File: src/rtl/sbc_pkg.sv
package sbc_pkg;

    typedef enum logic [2:0] {
        ST_IDLE  = 3'd0,
        ST_QUAL  = 3'd1,
        ST_GRACE = 3'd2,
        ST_PROBE = 3'd3,
        ST_STORE = 3'd4,
        ST_HOLD  = 3'd5
    } sbc_state_e;

    typedef struct packed {
        logic sw_req;
        logic pd_req;
        logic wr;
        logic act;
        logic vlow;
        logic done;
    } sbc_evt_t;

    function automatic int unsigned cnt_width(input int unsigned maxv);
        return (maxv < 2) ? 1 : $clog2(maxv + 1);
    endfunction

    function automatic int unsigned max3(input int unsigned a, input int unsigned b,
                                         input int unsigned c);
        int unsigned m;
        m = (a > b) ? a : b;
        return (m > c) ? m : c;
    endfunction

endpackage

File: src/rtl/sbc_sync.sv
module sbc_sync #(
    parameter int unsigned STAGES = 2
) (
    input  logic clk,
    input  logic rst,
    input  logic d,
    output logic q
);
    logic [STAGES-1:0] chain;

    generate
        for (genvar i = 0; i < STAGES; i++) begin : g_stage
            if (i == 0) begin : g_first
                always_ff @(posedge clk) begin
                    if (rst) chain[0] <= 1'b1;
                    else     chain[0] <= d;
                end
            end else begin : g_next
                always_ff @(posedge clk) begin
                    if (rst) chain[i] <= 1'b1;
                    else     chain[i] <= chain[i-1];
                end
            end
        end
    endgenerate

    assign q = chain[STAGES-1];
endmodule

File: src/rtl/sbc_timer.sv
module sbc_timer #(
    parameter int unsigned W = 4
) (
    input  logic         clk,
    input  logic         rst,
    input  logic         clr,
    output logic [W-1:0] cnt
);
    always_ff @(posedge clk) begin
        if (rst || clr)       cnt <= '0;
        else if (cnt != '1)   cnt <= cnt + 1'b1;
    end
endmodule

File: src/rtl/sbc_fsm.sv
module sbc_fsm
    import sbc_pkg::*;
#(
    parameter int unsigned MIN_PULSE = 4,
    parameter int unsigned GRACE_CYC = 8,
    parameter int unsigned PROBE_CYC = 4,
    parameter int unsigned CW        = 4
) (
    input  logic          clk,
    input  logic          rst,
    input  logic          line_low,
    input  sbc_evt_t      evt,
    input  logic [CW-1:0] cnt,
    output logic          clr,
    output logic          pull_low,
    output logic          store_start,
    output logic          access_en
);
    localparam logic [CW-1:0] QUAL_LAST  = CW'(MIN_PULSE - 1);
    localparam logic [CW-1:0] GRACE_LAST = CW'(GRACE_CYC - 1);
    localparam logic [CW-1:0] PROBE_LAST = CW'(PROBE_CYC - 1);

    sbc_state_e state_q, state_d;
    logic       start_now, start_q;

    always_comb begin
        state_d   = state_q;
        start_now = 1'b0;
        unique case (state_q)
            ST_IDLE: begin
                if (evt.pd_req)                     state_d = ST_PROBE;
                else if (!evt.vlow && evt.sw_req) begin
                    start_now = 1'b1;
                    state_d   = ST_STORE;
                end
                else if (!evt.vlow && line_low)     state_d = ST_QUAL;
            end
            ST_QUAL: begin
                if (evt.vlow || !line_low)          state_d = ST_IDLE;
                else if (cnt == QUAL_LAST)          state_d = ST_GRACE;
            end
            ST_GRACE: begin
                if (evt.vlow)                       state_d = ST_IDLE;
                else if (evt.wr || evt.act || cnt == GRACE_LAST) begin
                    start_now = 1'b1;
                    state_d   = ST_STORE;
                end
            end
            ST_PROBE: begin
                if (line_low) begin
                    start_now = 1'b1;
                    state_d   = ST_STORE;
                end
                else if (cnt == PROBE_LAST)         state_d = ST_IDLE;
            end
            ST_STORE: begin
                if (evt.done)                       state_d = ST_HOLD;
            end
            ST_HOLD: begin
                if (!line_low)                      state_d = ST_IDLE;
            end
            default:                                state_d = ST_IDLE;
        endcase
    end

    always_ff @(posedge clk) begin
        if (rst) begin
            state_q <= ST_IDLE;
            start_q <= 1'b0;
        end else begin
            state_q <= state_d;
            start_q <= start_now;
        end
    end

    assign clr         = (state_d != state_q);
    assign store_start = start_q;
    assign pull_low    = (state_q == ST_PROBE) || (state_q == ST_STORE);
    assign access_en   = (state_q == ST_IDLE) || (state_q == ST_QUAL) ||
                         ((state_q == ST_GRACE) && !(evt.wr || evt.act));
endmodule

File: src/rtl/store_busy_ctrl.sv
module store_busy_ctrl
    import sbc_pkg::*;
#(
    parameter int unsigned SYNC_STAGES = 2,
    parameter int unsigned MIN_PULSE   = 4,
    parameter int unsigned GRACE_CYC   = 8,
    parameter int unsigned PROBE_CYC   = 4
) (
    input  logic clk,
    input  logic rst,
    input  logic line_in,
    input  logic bus_active,
    input  logic wr_req,
    input  logic low_vcap,
    input  logic sw_store_req,
    input  logic pd_store_req,
    input  logic store_done,
    output logic pull_low,
    output logic store_start,
    output logic access_en
);
    localparam int unsigned MAXC = max3(MIN_PULSE, GRACE_CYC, PROBE_CYC);
    localparam int unsigned CW   = cnt_width(MAXC);

    logic          line_q;
    logic          clr;
    logic [CW-1:0] cnt;
    sbc_evt_t      evt;

    assign evt = '{sw_req: sw_store_req, pd_req: pd_store_req, wr: wr_req,
                   act: bus_active, vlow: low_vcap, done: store_done};

    sbc_sync #(.STAGES(SYNC_STAGES)) u_sync (
        .clk (clk),
        .rst (rst),
        .d   (line_in),
        .q   (line_q)
    );

    sbc_timer #(.W(CW)) u_timer (
        .clk (clk),
        .rst (rst),
        .clr (clr),
        .cnt (cnt)
    );

    sbc_fsm #(
        .MIN_PULSE (MIN_PULSE),
        .GRACE_CYC (GRACE_CYC),
        .PROBE_CYC (PROBE_CYC),
        .CW        (CW)
    ) u_fsm (
        .clk         (clk),
        .rst         (rst),
        .line_low    (!line_q),
        .evt         (evt),
        .cnt         (cnt),
        .clr         (clr),
        .pull_low    (pull_low),
        .store_start (store_start),
        .access_en   (access_en)
    );
endmodule

File: config.mk
export PLATFORM = sky130hd
export DESIGN_NAME = store_busy_ctrl
export DESIGN_NICKNAME = d
export VERILOG_FILES = /design/src/rtl/sbc_pkg.sv /design/src/rtl/sbc_sync.sv /design/src/rtl/sbc_timer.sv /design/src/rtl/sbc_fsm.sv /design/src/rtl/store_busy_ctrl.sv
export SDC_FILE = /design/constraint.sdc
export NUM_CORES = 1
export LEC_CHECK = 0
export BUFFER_PORTS_ARGS = -buffer_cell sky130_fd_sc_hd__buf_2
export CAP_MARGIN = 5
export CORE_MARGIN = 4
export CORE_UTILIZATION = 40
export DETAILED_ROUTE_END_ITERATION = 6
export PLACE_DENSITY = 0.7
export SETUP_SLACK_MARGIN = 0.02
export SYNTH_ARGS = -nofsm -noshare
export SYNTH_HDL_FRONTEND = slang
export SYNTH_SLANG_ARGS = --single-unit
File: constraint.sdc
create_clock -name clk -period 2.3 [get_ports clk]
set_input_delay 0.345 -clock clk [delete_from_list [all_inputs] [get_ports clk]]
set_output_delay 0.345 -clock clk [all_outputs]
set_load 0.01 [all_outputs]
## Word level (Yosys, flattened, before mapping)

Cells that the tools add are included.

- Bits of input ports: 9
- Output and inout port bits: 3
- Register bits after elaboration: 10

- Reductions and logical operators: 14
- Muxes and demuxes: 18
- Add/sub/neg operators: 1
- Equality and inequality tests: 9

Operator list:

| operator | number |
|---|---|
| $mux 3 | 11 |
| $pmux 3 s6 | 1 |
| $logic_or 1x1->1 | 7 |
| $eq 3x2->1 const B | 2 |
| $eq 3x3->1 const B | 2 |
| $mux 1 | 5 |
| $add 4x1->4 const B | 1 |
| $eq 4x2->1 const B | 1 |
| $eq 4x3->1 const B | 1 |
| $ne 4x4->1 const B | 1 |
| $eq 3x1->1 const B | 1 |
| $logic_and 1x1->1 | 3 |
| $logic_not 1->1 | 3 |
| $logic_not 3->1 | 1 |
| $ne 3x3->1 | 1 |
| $pmux 1 s3 | 1 |

## Depth between registers and ports, before layout

Gate-level depths: netlist of run 1.

- Word-level depth: 8
- Gate-level depth with buffers: 5
- Gate-level depth less buffers: 5

## Cells and area by module

Synthesis of run 1 repeated with hierarchy kept, for this count alone.

- Cell total of the unflattened synthesis: 77
- Area, all modules: 689.4 um2

By module, submodules not included:

| module | instances | cells an instance | seq. area each (um2) | area each (um2) |
|---|---|---|---|---|
| sbc_fsm | 1 | 53 | 80.1 | 435.4 |
| sbc_timer | 1 | 19 | 80.1 | 197.7 |
| sbc_sync | 1 | 4 | 40.0 | 52.6 |
| store_busy_ctrl | 1 | 1 | 0.0 | 3.8 |

## Worst setup path before layout of run 1

Ideal clock, no wire load.

- Path type: register -> register
- Start: register u_timer.cnt[0]
- End: register u_timer.cnt[0]
- Path buffers: 0
- Data required time: 2.168 ns
- Arrival: 1.516 ns
- Stages on the path, launching flop included: 6
- Path slack: 0.652 ns
- Setup time: 0.132 ns
- Path through: dfxtp_1 > ha_1 > nor3b_1 > o21ai_0 > a31oi_1 > nor4_1

- Cells in the longest elaborated chain, start to end: 7

RTL lines:

| what | line | RTL |
|---|---|---|
| start: declaration | sbc_timer.sv:7 | `output logic [W-1:0] cnt` |
| start signal: assignment | sbc_timer.sv:11 | `else if (cnt != '1) cnt <= cnt + 1'b1;` |
| $eq 4x3->1 | sbc_fsm.sv:44 | `else if (evt.wr \|\| evt.act \|\| cnt == GRACE_LAST) begin` |
| $logic_or 1x1->1 | sbc_fsm.sv:44 |  |
| $mux 3 | sbc_fsm.sv:44 |  |
| $mux 3 | sbc_fsm.sv:43 | `if (evt.vlow) state_d = ST_IDLE;` |
| $pmux 3 s6 | sbc_fsm.sv:29 | `unique case (state_q)` |
| $ne 3x3->1 | sbc_fsm.sv:76 | `assign clr = (state_d != state_q);` |
| $logic_or 1x1->1 | sbc_timer.sv:10 | `if (rst \|\| clr) cnt <= '0;` |

Parallel ways exist; a longest one is shown, timed or not.
A chain may end at the register's enable or synchronous reset.

## Final worst setup path of run 1

- Start: register u_fsm.state_q[0]
- End: output access_en

- Cells in the longest elaborated chain, start to end: 3

RTL lines:

| what | line | RTL |
|---|---|---|
| start: declaration | sbc_fsm.sv:23 | `sbc_state_e state_q, state_d;` |
| start signal: assignment | sbc_fsm.sv:71 | `state_q <= state_d;` |
| $eq 3x1->1, or another cell as far along | sbc_fsm.sv:79 | `assign access_en = (state_q == ST_IDLE) \|\| (state_q == ST_QUAL) \|\|` |
| $logic_or 1x1->1 / $logic_and 1x1->1 (equally long branches) | sbc_fsm.sv:79, sbc_fsm.sv:80 |  |
| $logic_or 1x1->1 * | sbc_fsm.sv:79 |  |
| end: declaration | store_busy_ctrl.sv:20 | `output logic access_en` |

Mark *: on every way between the ends. The rest lies on a longest branch, timed or not.

==> flow_summary_export.csv, run 1 <==
group,metric,value,unit
power,p_leak,0.3045,nW
power,total_power,0.4227,mW
floorplanning,start_util,0.4261,
drt,drt-vias-per-instance,5.907,
floorplanning,rows,14,
synth,synth_area_per_cell,8.336,sq um
floorplanning,dieArea,2310,sq um
synth,synth_adder_area_share,0.01949,
setup_path,max_stage_delay,430,ps
synth,synth_edf_count,0,
timing,fmax,580.0,MHz
grt,grt_pass1_wl,2297,um
drt,drcViolationCount,0,
synth,synth_area_leaders,"dfxtp_1, or3_1, a221oi_1",
clocking,cts-hold-fix-buffers,0,
timing,rsz0062_at_grt,"no",
drt,dr.pass1.iters,4,
setup_path,required,1960,ps
worst_hold_path,hp-class,"input pin to register",
timing,hold_viol,0,
synth,synth_top_cell_by_area,"dfxtp_1",
setup_path,critPathMaxFanout,14,
synth,synth_top_family_by_area,"simple AND/OR/NAND/NOR gates",
timing,fin_worst_skew,3.261,ps
setup_path,worstSetupPathType,"register to output pin",
final_layout,layout.nets,103,
setup_path,cp_data_arrival_time,1380,ps
clocking,cts_tree,"done",
synth,synth_common_cells,"dfxtp_1, o21ai_0, or3_1",
timing,setup_tns,0,ps
synth,syn-num-nets,87,
setup_path,critPathCaptureType,"output pin",
grt,grt_max_degree,17,
synth,post-synth-top-count-cell,"dfxtp_1",
synth,synthXorXnorAreaFrac,0.01365,
clocking,path_clk_slew,50,ps
final_layout,drive_above_1_share,0.2418,
grt,grt.overflow.total,0,
place,port_buffers,11,
clocking,post_cts_buffers,0,
synth,yosys.area_share.simple,0.3489,
flow_run,cap_violations,0,
synth,synth_top_area_share,0.3119,
power,ir_worst_vdd,0.2962,mV
floorplanning,ios,12,
grt,grt_pass1_vias,559,
final_layout,instances_no_fill,107,
timing,setup_viol,0,
clocking,clk_latency,250,ps
synth,synth.distinct_cells,34,
synth,yosys_most_used_dff,"dfxtp_1",
setup_path,slowest_stage,"dfxtp_1",
timing,slew_headroom,0.7166,
grt,grt_use_total,0.1399,
synth,ys_ff_latch,10,
floorplanning,coreArea,1506,sq um
place,place.gp.congestion,0.7643,
drt,vias,632,
final_layout,n_antenna_cell,0,
final_layout,area.growth.synth_to_final,16.76,%
place,dp_cells,104,
timing,fin_crit_sh,0.7496,
clocking,cts_htree_levels,1,
floorplanning,die_x,48.06,um
place,hpwl,1062,um
timing,worst_pin_slew,424.5,ps
drt,avgRoutedWirePerCell,12.90,um
clocking,cts.path.max_buffers,2,
setup_path,start_kind,"register",
drt,ant_nets,0,
synth,netlist_instances,77,
synth,yosys_warnings,0,
synth,synth-async-reset-ratio,0,
drt,finalWirelength,1380,um
outcome,status,"finished clean",
clocking,cts_resized,0,
grt,antenna_found_initial,0,
clocking,cts_root_buffer,"clkbuf_4",
drt,drt_iter0_drc,11,
clocking,cts_made_buffers,3,
synth,synth_compound_area_frac,0.2261,
synth,syn_area,641.9,sq um
setup_path,cpLargestDelayFamily,"flip-flops",
synth,ys_seq_area_frac,0.3119,
floorplanning,die_h,48.06,um
clocking,clock_sinks,10,
synth,muxShareOfSynthArea,0.04873,
timing,maxSlewViolCount,0,
setup_path,cp_num_buf_inv,1,
power,power.density,563.9,nW/um^2
setup_path,path_cells,"or3_1 -> a21oi_1 -> buf_2",
timing,fin_crit,1724,ps
-- cell type report --
| class | instances | area (sq um) |
|---|---|---|
| fill | 153 | 757.0 |
| multi-input combinational | 62 | 421.7 |
| sequential | 10 | 200.2 |
| timing repair buffer | 14 | 77.57 |
| clock buffer | 3 | 22.52 |
| tap | 16 | 20.02 |
| inverter | 2 | 7.507 |
-- sequential cells by signal, indices dropped and copies added, names as in the netlist --
signal / flops
u_sync.q: 1
u_fsm.state_q: 3
u_fsm.store_start: 1
u_timer.cnt: 4
u_sync.chain: 1
-- stage by stage --
stage,area [sq um],util,setup slack (ps),hold WS (ps)
after detailed placement,726.9,0.4826,621.5,395.7
after global placement,726.9,0.4826,650.7,397.5
final,749.5,0.4975,575.9,278.8
after floorplan,641.9,-,651.7,389.5
after CTS,749.5,0.4975,576.5,271.4
after global routing,749.5,0.4975,449.5,269.8
-- per-layer routing --
metal | track usage | up-vias | routed length [um]
met2 | 0.2164 | 28 | 623
met3 | 0.02632 | 2 | 110
met4 | 0.05914 | 0 | 12
met5 | 0 | - | 0
met1 | 0.1885 | 279 | 634
li1 | - | 323 | -
-- cells in the final DEF, fill, tap and decap left out, types with 3 or more instances in the layout --
master     n
o21ai_0    5
a221oi_1   3
nand3_1    3
dfxtp_1   10
buf_2     11
nand2_1    4
buf_4      3
nor4_1     4
nor2_1     4
or3_1      5
nor3b_1    3
clkbuf_4   3
a21oi_1    3
-- path summary, 6_finish.rpt --
check | start | endpoint | slack, ps | cells after the start
max | u_fsm.state_q[0]$_SDFF_PP0_ | access_en | 580 | 3
max reg2reg | u_fsm.state_q[0]$_SDFF_PP0_ | u_fsm.store_start$_SDFF_PP0_ | 600 | 4
min | line_in | u_sync.chain[0]$_SDFF_PP1_ | 280 | 2
min reg2reg | u_sync.chain[0]$_SDFF_PP1_ | u_sync.q$_SDFF_PP1_ | 410 | 1
-- cells by family (layout without fill, tap and decap cells) --
family / after synthesis / after routing
buf+inv: 5 / 19
mux: 3 / 3
simple gates: 37 / 37
flops: 10 / 10
xor+xnor: 1 / 1
fa+ha+maj: 1 / 1
compound gates: 20 / 20
-- power by group --
part	leakage [nW]	internal (mW)	switching [mW]	total, mW
sequential	0.0818	0.185	0.0157	0.201
combinational	0.209	0.0551	0.0604	0.115
clock	0.0138	0.0597	0.0468	0.106
Note: power is estimated with default switching activity, not from simulation.
==> run 2: changes to the inputs <==
==> constraint.sdc (replaced) <==
create_clock -name clk -period 1.7 [get_ports clk]
set_input_delay 0.255 -clock clk [delete_from_list [all_inputs] [get_ports clk]]
set_output_delay 0.255 -clock clk [all_outputs]
set_load 0.01 [all_outputs]
==> run 2 against run 1 <==
Against the previous run: critical path depth rose by 1; core utilization up 6.7 points; first-iteration DRC count rose by 18%; worst setup slack worse by 510 ps; wire length up 19%; critical path type unchanged; largest cell class unchanged; largest power group unchanged; highest routed layer unchanged.
==> flow_summary_export.csv, run 2 (synthesis gave the netlist of run 1 again) <==
group,metric,value,unit
final_layout,drive_above_1_share,0.3750,
clocking,clk_latency,270,ps
setup_path,rr_worst_depth,6,
setup_path,ff2ff_setup_slack,80,ps
setup_path,critPathMaxFanout,9,
power,total_power,0.6807,mW
place,placed_area,757.0,sq um
setup_path,cp_num_buf_inv,2,
clocking,cts-hold-fix-buffers,0,
place,place.gp.congestion,0.8263,
drt,drt-vias-per-instance,5.973,
grt,grt_use_met3,0.03383,
setup_path,required,1440,ps
final_layout,utilization,0.5648,
final_layout,layout.nets,107,
grt,grt_max_degree,13,
timing,fin_crit_sh,0.9595,
timing,hold_viol,0,
clocking,cts_made_buffers,3,
setup_path,worstSetupPathType,"register to output pin",
timing,setup_tns,0,ps
setup_path,cp-startpoint,"u_fsm.state_q[0]$_SDFF_PP0_",
grt,grt_use_total,0.1649,
clocking,cts_tree,"done",
floorplanning,die_h,48.06,um
worst_hold_path,holdPathStages,2,
power,power.density,800.0,nW/um^2
drt,avgRoutedWirePerCell,14.70,um
floorplanning,rows,14,
timing,fin_crit,1631,ps
final_layout,top_register,"u_timer.cnt",
final_layout,n_antenna_cell,0,
setup_path,slowest_stage,"or3_4",
outcome,status,"finished clean",
timing,rsz0062_at_grt,"yes",
timing,setup_viol,0,
grt,antenna_found_initial,0,
place,port_buffers,11,
power,p_leak,0.3359,nW
clocking,cts_root_buffer,"clkbuf_4",
timing,fmax,613.1,MHz
floorplanning,ios,12,
grt,use_met1,0.1951,
timing,fin_worst_skew,2.701,ps
setup_path,start_kind,"register",
worst_hold_path,hold_start,"line_in",
final_layout,largestRegisters,"u_timer.cnt (4), u_fsm.state_q (3)",
clocking,cts.path.max_buffers,2,
grt,grt.overflow.total,0,
grt,grt_pass1_wl,2566,um
setup_path,cpLargestDelayFamily,"simple AND/OR/NAND/NOR gates",
grt,grt_pass1_vias,597,
clocking,path_clk_slew,70,ps
timing,worst_pin_slew,370.1,ps
final_layout,area.growth.synth_to_final,32.55,%
worst_hold_path,hp-class,"input pin to register",
timing,maxSlewViolCount,0,
setup_path,cp_data_arrival_time,1380,ps
timing,slew_headroom,0.7498,
flow_run,cap_violations,0,
final_layout,largest_register_ffs,4,
drt,drcViolationCount,0,
setup_path,max_stage_delay,380,ps
floorplanning,die_x,48.06,um
drt,finalWirelength,1646,um
floorplanning,start_util,0.4261,
grt,gr-usage-met2,0.2718,
final_layout,final_cell_mix,"buf_2, buf_4, dfxtp_1, o21ai_0",
drt,dr.pass1.iters,4,
drt,drt_iter0_drc,13,
drt,ant_nets,0,
worst_hold_path,hold_path_end,"u_sync.chain[0]$_SDFF_PP1_",
clocking,cts_htree_levels,1,
setup_path,path_cells,"buf_6 -> or3_4 -> a21oi_2 -> buf_2",
final_layout,fin_area,850.8,sq um
place,hpwl,1158,um
floorplanning,coreArea,1506,sq um
final_layout,layout_commonest_cell,"buf_2",
grt,top_usage_layer,"met2",
drt,vias,669,
setup_path,critPathCaptureType,"output pin",
power,ir_worst_vdd,0.5490,mV
floorplanning,dieArea,2310,sq um
setup_path,r2r_start,"u_timer.cnt[0]$_SDFFE_PP0P_",
setup_path,worstReg2RegEnd,"u_timer.cnt[3]$_SDFFE_PP0P_",
clocking,clock_sinks,10,
-- run 2: where the power goes --
group	switching, mW	internal (mW)	total [mW]
clock	0.0844	0.130	0.215
sequential	0.0156	0.252	0.268
combinational	0.103	0.0954	0.198
-- run 2: what timing repair did --
item	CTS	global route
pin swaps	0	2
setup endpoints to repair	1	8
buffers inserted	0	0
resized for setup	2	11
-- run 2: metrics by stage --
stage	hold WS [ps]	std cells	worst slack, ps
2_1_floorplan	324.1	77	51.74
3_3_place_gp	392.5	108	67.46
3_5_place_dp	400.4	108	1.495
4_1_cts	161.7	112	27.53
5_1_grt	168.3	112	-46.98
6_report	167.8	112	68.84
-- run 2: layout make-up --
type                            count  area, sq um
Clock buffer                        4        36.28
Fill cell                         150        655.6
Inverter                            2        7.507
Multi-Input combinational cell     62        467.9
Sequential cell                    10        207.7
Tap cell                           16        20.02
Timing Repair Buffer               18        111.4
-- run 2: metal layers --
layer / wire [um] / vias to the layer above
met3: 69 / 7
li1: - / 334
met4: 51 / 0
met2: 810 / 18
met5: 0 / -
met1: 715 / 310
-- run 2: worst max-delay path by stage --
stage	to	slack [ps]	cells past startpoint
2_1_floorplan	u_timer.cnt[0]$_SDFFE_PP0P_	50	5
3_5_place_dp	u_fsm.store_start$_SDFF_PP0_	1	5
4_1_cts	access_en	30	4
5_1_grt	u_timer.cnt[3]$_SDFFE_PP0P_	-50	6
3_3_place_gp	u_fsm.store_start$_SDFF_PP0_	70	5
6_report	access_en	70	4
